$ cat src/rtl/dac_load_pkg.sv
package dac_load_pkg;
  typedef struct packed {
    logic inLoad;   // input stage reloads this cycle
    logic dacLoad;  // output stage reloads this cycle
  } loadStrobes_t;
endpackage

$ cat src/rtl/dac_load_ctrl.sv
module dac_load_ctrl
  import dac_load_pkg::*;
#(
  parameter int DATA_W      = 8,
  parameter int SYNC_STAGES = 2
) (
  input  logic              clk,
  input  logic              clrN,
  input  logic              csN,
  input  logic              wrN,
  input  logic              ldN,
  input  logic [DATA_W-1:0] dataIn,
  output loadStrobes_t      strobes,
  output logic [DATA_W-1:0] dataSync
);
  localparam int LAST = SYNC_STAGES - 1;

  logic [SYNC_STAGES-1:0] csPipe, wrPipe, ldPipe;
  logic [DATA_W-1:0]      dataPipe [SYNC_STAGES];

  // Controls reset to their inactive (high) level
  always_ff @(posedge clk or negedge clrN) begin
    if (!clrN) begin
      csPipe <= '1;
      wrPipe <= '1;
      ldPipe <= '1;
    end else begin
      csPipe <= {csPipe[SYNC_STAGES-2:0], csN};
      wrPipe <= {wrPipe[SYNC_STAGES-2:0], wrN};
      ldPipe <= {ldPipe[SYNC_STAGES-2:0], ldN};
    end
  end

  // Data travels through the same depth so it stays aligned with the strobes
  genvar g;
  generate
    for (g = 0; g < SYNC_STAGES; g++) begin : gDataSync
      always_ff @(posedge clk or negedge clrN) begin
        if (!clrN)       dataPipe[g] <= '0;
        else if (g == 0) dataPipe[g] <= dataIn;
        else             dataPipe[g] <= dataPipe[(g == 0) ? 0 : g-1];
      end
    end
  endgenerate

  always_comb begin
    strobes.inLoad  = !csPipe[LAST] && !wrPipe[LAST];
    strobes.dacLoad = !ldPipe[LAST] && !wrPipe[LAST];
    dataSync        = dataPipe[LAST];
  end
endmodule

$ cat src/rtl/dac_load_regs.sv
module dac_load_regs
  import dac_load_pkg::*;
#(
  parameter int DATA_W = 8
) (
  input  logic              clk,
  input  logic              clrN,
  input  loadStrobes_t      strobes,
  input  logic [DATA_W-1:0] dataSync,
  output logic [DATA_W-1:0] dacCode,
  output logic              zeroForced
);
  logic [DATA_W-1:0] inReg, dacReg;

  always_ff @(posedge clk or negedge clrN) begin
    if (!clrN)               inReg <= '0;
    else if (strobes.inLoad) inReg <= dataSync;
  end

  // With both stages open the bus flows through in the same cycle
  always_ff @(posedge clk or negedge clrN) begin
    if (!clrN)                dacReg <= '0;
    else if (strobes.dacLoad) dacReg <= strobes.inLoad ? dataSync : inReg;
  end

  assign dacCode    = dacReg;
  assign zeroForced = !clrN || (dacReg == '0);


  in_hold_chk: assert property (@(posedge clk) disable iff (!clrN)
    !strobes.inLoad |=> $stable(inReg));

  dac_hold_chk: assert property (@(posedge clk) disable iff (!clrN)
    !strobes.dacLoad |=> $stable(dacReg));

  dac_xfer_chk: assert property (@(posedge clk) disable iff (!clrN)
    (strobes.dacLoad && !strobes.inLoad) |=> (dacReg == $past(inReg)));

  flow_through_chk: assert property (@(posedge clk) disable iff (!clrN)
    (strobes.dacLoad && strobes.inLoad) |=> (dacReg == $past(dataSync)));

  clear_zero_chk: assert property (@(negedge clk)
    !clrN |-> (dacReg == '0 && inReg == '0 && zeroForced));
endmodule

$ cat src/rtl/dac_load_path.sv
module dac_load_path
  import dac_load_pkg::*;
#(
  parameter int DATA_W      = 8,
  parameter int SYNC_STAGES = 2
) (
  input  logic              clk,
  input  logic              clrN,
  input  logic              csN,
  input  logic              wrN,
  input  logic              ldN,
  input  logic [DATA_W-1:0] dataIn,
  output logic [DATA_W-1:0] dacCode,
  output logic              zeroForced
);
  loadStrobes_t      strobes;
  logic [DATA_W-1:0] dataSync;

  dac_load_ctrl #(.DATA_W(DATA_W), .SYNC_STAGES(SYNC_STAGES)) u_ctrl (
    .clk(clk), .clrN(clrN), .csN(csN), .wrN(wrN), .ldN(ldN),
    .dataIn(dataIn), .strobes(strobes), .dataSync(dataSync)
  );

  dac_load_regs #(.DATA_W(DATA_W)) u_regs (
    .clk(clk), .clrN(clrN), .strobes(strobes), .dataSync(dataSync),
    .dacCode(dacCode), .zeroForced(zeroForced)
  );
endmodule

$ cat config.mk
export PLATFORM = sky130hd
export DESIGN_NAME = dac_load_path
export DESIGN_NICKNAME = d
export VERILOG_FILES = /design/src/rtl/dac_load_pkg.sv /design/src/rtl/dac_load_ctrl.sv /design/src/rtl/dac_load_regs.sv /design/src/rtl/dac_load_path.sv
export SDC_FILE = /design/constraint.sdc
export NUM_CORES = 1
export LEC_CHECK = 0
export BUFFER_PORTS_ARGS = -buffer_cell sky130_fd_sc_hd__buf_2
export CORE_MARGIN = 1.5
export CORE_UTILIZATION = 43
export CTS_BUF_LIST = sky130_fd_sc_hd__clkbuf_4
export DETAILED_ROUTE_END_ITERATION = 8
export PLACE_DENSITY = 0.61
export SYNTH_ARGS = -nofsm -noshare
export SYNTH_HDL_FRONTEND = slang
export SYNTH_SLANG_ARGS = --single-unit
export TNS_END_PERCENT = 100
$ cat constraint.sdc
create_clock -name clk -period 1.7 [get_ports clk]
set_input_delay 0.17 -clock clk [delete_from_list [all_inputs] [get_ports clk]]
set_output_delay 0.17 -clock clk [all_outputs]
set_load 0.01 [all_outputs]
==> run_results.csv <==
group,metric,value,unit
setup_path,crit_fanout,2,
pwr,p_leak,0.743,nW
logic_synthesis,synth.most_common_cell,"dfrtp_1",
floorplanning,core,2780,um2
logic_synthesis,ys_warn_count,0,
logic_synthesis,synth_area_leaders,"dfrtp_1 (63%), dfstp_2 (12%), mux2_2 (7.1%)",
layout,diodes,0,
grt,antenna_found_initial,0,
setup_path,cp_slowest_cell,"or4_4",
setup_path,required,1.53,ns
floorplanning,die_h,57.2,um
pwr,power,1.84,mW
logic_synthesis,synthArstFlopShare,1.00,
setup_path,critical_path.cell_chain,"or4_4, o21ai_2, buf_2",
floorplanning,dieArea,3270,um2
flow_run,maxCapViolations,0,
clock_network,cts_buffer_depth,2,
timing,slew_headroom,0.701,
logic_synthesis,synth.top_cell.area_share,0.634,
layout,nets,130,
clock_network,clk_root_buffer_cell,"clkbuf_4",
logic_synthesis,ys_types,11,
timing,timing.setup.tns,0,ns
detailed_routing,wirelength,1.87,mm
logic_synthesis,ys_seq_area_frac,0.758,
floorplanning,start_util,0.454,
timing,final_max_slew_viol_count,0,
timing,setup_violations,0,
logic_synthesis,syn-cell-area,1260,um2
logic_synthesis,synth_edf_count,0,
pwr,ir_drop,0.000957,V
setup_path,path_class,"reg2out",
detailed_routing,vias_per_cell,4.89,
setup_path,cp.arrival,1.51,ns
timing,worstMarginPinSlew,0.449,ns
logic_synthesis,avgSynthCellArea,16.2,um2
timing,layout_min_cycle_time,1.68,ns
grt,grt_usage,0.135,
setup_path,end_kind,"output pin",
clock_network,cts.clk_slew.worst_paths,0.10,ns
detailed_routing,final_antenna_net_count,0,
logic_synthesis,synth.net_count,91,
clock_network,ctsHtreeMaxLevel,2,
layout,finalNonFillerCells,149,
floorplanning,num_rows,19,
clock_network,numCtsBuffers,5,
timing,hold_viol,0,
logic_synthesis,synth_cells,78,
worst_hold_path,hold_path.class,"reg2reg",
logic_synthesis,synth_common_cells,"dfrtp_1 (32), o21ai_1 (9), mux2_2 (8), mux2i_1 (8), o21ai_0 (8)",
placement,portBuffers,21,
layout,area_delta_synth_final,27.7,%
clock_network,worst_skew_pair.late_latency,0.33,ns
setup_path,startpoint_type,"register",
grt,overflow,0,
clock_network,cts_tree,"built",
setup_path,crit_family,"simple AND/OR/NAND/NOR gates",
placement,placed_area,1400,um2
layout,fillerInstances,242,
detailed_routing,remaining_drc_errors,0,
grt,grt_pass1_wl,3.19,mm
timing,rsz0062_at_grt,"true",
setup_path,max_stage_delay,0.53,ns
grt,grt_max_degree,39,
layout,design_area,1610,um2
placement,place.gp.congestion,0.743,
clock_network,cts_num_sinks,38,
detailed_routing,routedWlPerCell,12.5,um
pwr,powerDensity,1140,nW/um2
timing,max_freq,595,MHz
detailed_routing,drt-initial-drc-count,10,
run_status,status,"finished, final reports clean",
detailed_routing,drt_pass1_iterations,4,
layout,layout-drive-gt1-share,0.415,
timing,worst_clock_skew,0.00380,ns
grt,grt_pass1_vias,732,
logic_synthesis,synth_top_cell_by_area,"dfrtp_1",
timing,period_share,0.988,
logic_synthesis,ys.flop_type,"dfrtp_1",
setup_path,worst-path-buf-inv,1,
detailed_routing,vias,728,
floorplanning,ioPinCount,22,
floorplanning,die_x,57.2,um
placement,dp.cells,128,
logic_synthesis,ys_ff_latch,38,
what timing repair did:
item / 4_1_cts / 5_1_grt
endpoints found under the hold margin: 43 / 0
endpoints found under the setup margin: 1 / 1
hold buffers: 12 / 0
resized for setup: 0 / 3
buffers inserted: 1 / 0
report_power, final:
group          internal (mW)  switching (mW)  total [mW]
registers              0.995          0.0521        1.05
clock network          0.305           0.275       0.580
logic                  0.117          0.0922       0.210
total                   1.42           0.420        1.84
worst paths after layout:
check | cells past startpoint | start | to | slack [ns]
worst max-delay path | 3 | u_regs.dacCode[5]$_DFFE_PN0P_ | zeroForced | 0.02
worst min-delay path | 0 | u_ctrl.dataPipe[11]$_DFF_PN0_ | u_ctrl.dataSync[3]$_DFF_PN0_ | 0.36
worst max register to register | 2 | u_ctrl.csPipe[1]$_DFF_PN1_ | u_regs.inReg[2]$_DFF_PN0_ | 0.46
worst min register to register | 0 | u_ctrl.dataPipe[11]$_DFF_PN0_ | u_ctrl.dataSync[3]$_DFF_PN0_ | 0.36
max in group asynchronous | 3 | clrN | u_ctrl.csPipe[0]$_DFF_PN1_ | 0.88
min in group asynchronous | 3 | clrN | u_ctrl.dataPipe[10]$_DFF_PN0_ | 0.47
layer usage:
metal,routed length [um],GRT usage,vias to the layer above
li1,-,-,350
met1,880,0.175,351
met2,858,0.197,21
met3,87,0.0476,6
met4,41,0.0797,0
met5,0,0,-
area by class of cell:
| type | count | area [um2] | area share |
|---|---|---|---|
| Sequential cell | 38 | 958 | 0.594 |
| Tap cell | 31 | 38.8 | 0.0240 |
| Timing Repair Buffer | 35 | 240 | 0.149 |
| Clock buffer | 5 | 37.5 | 0.0233 |
| Multi-Input combinational cell | 37 | 299 | 0.185 |
| Clock inverter | 3 | 40.0 | 0.0248 |
registers in the layout, indices dropped and copies added (netlist names):
name             cells
u_ctrl.ldPipe        2
u_ctrl.csPipe        2
u_ctrl.wrPipe        2
u_ctrl.dataPipe      8
u_regs.dacCode       8
u_ctrl.dataSync      8
u_regs.inReg         8
cells in the final DEF, fill, tap and decap left out, drive strengths merged:
master	instances
buf	23
bufinv	1
clkbuf	5
clkinv	2
dfrtp	32
dfstp	6
dlygate4sd3	12
mux2	8
mux2i	8
nor2	1
o21ai	17
or2	1
or4	2
kinds of logic (layout without fill, tap and decap cells):
group | after synthesis | after routing | synth area share
compound gates | 17 | 17 | 0.0673
buf+inv | 3 | 43 | 0.0139
flops | 38 | 38 | 0.758
mux | 16 | 16 | 0.135
simple gates | 4 | 4 | 0.0257
metrics by stage:
step	hold slack, ns	utilization	worst slack (ns)
floorplan	-0.126	-	0.396
global placement	0.274	0.502	0.399
detailed placement	0.277	0.502	0.363
CTS	0.361	0.576	-0.0214
global route	0.366	0.580	-0.0794
finish	0.358	0.580	0.0206
Note: power is estimated with default switching activity, not from simulation.
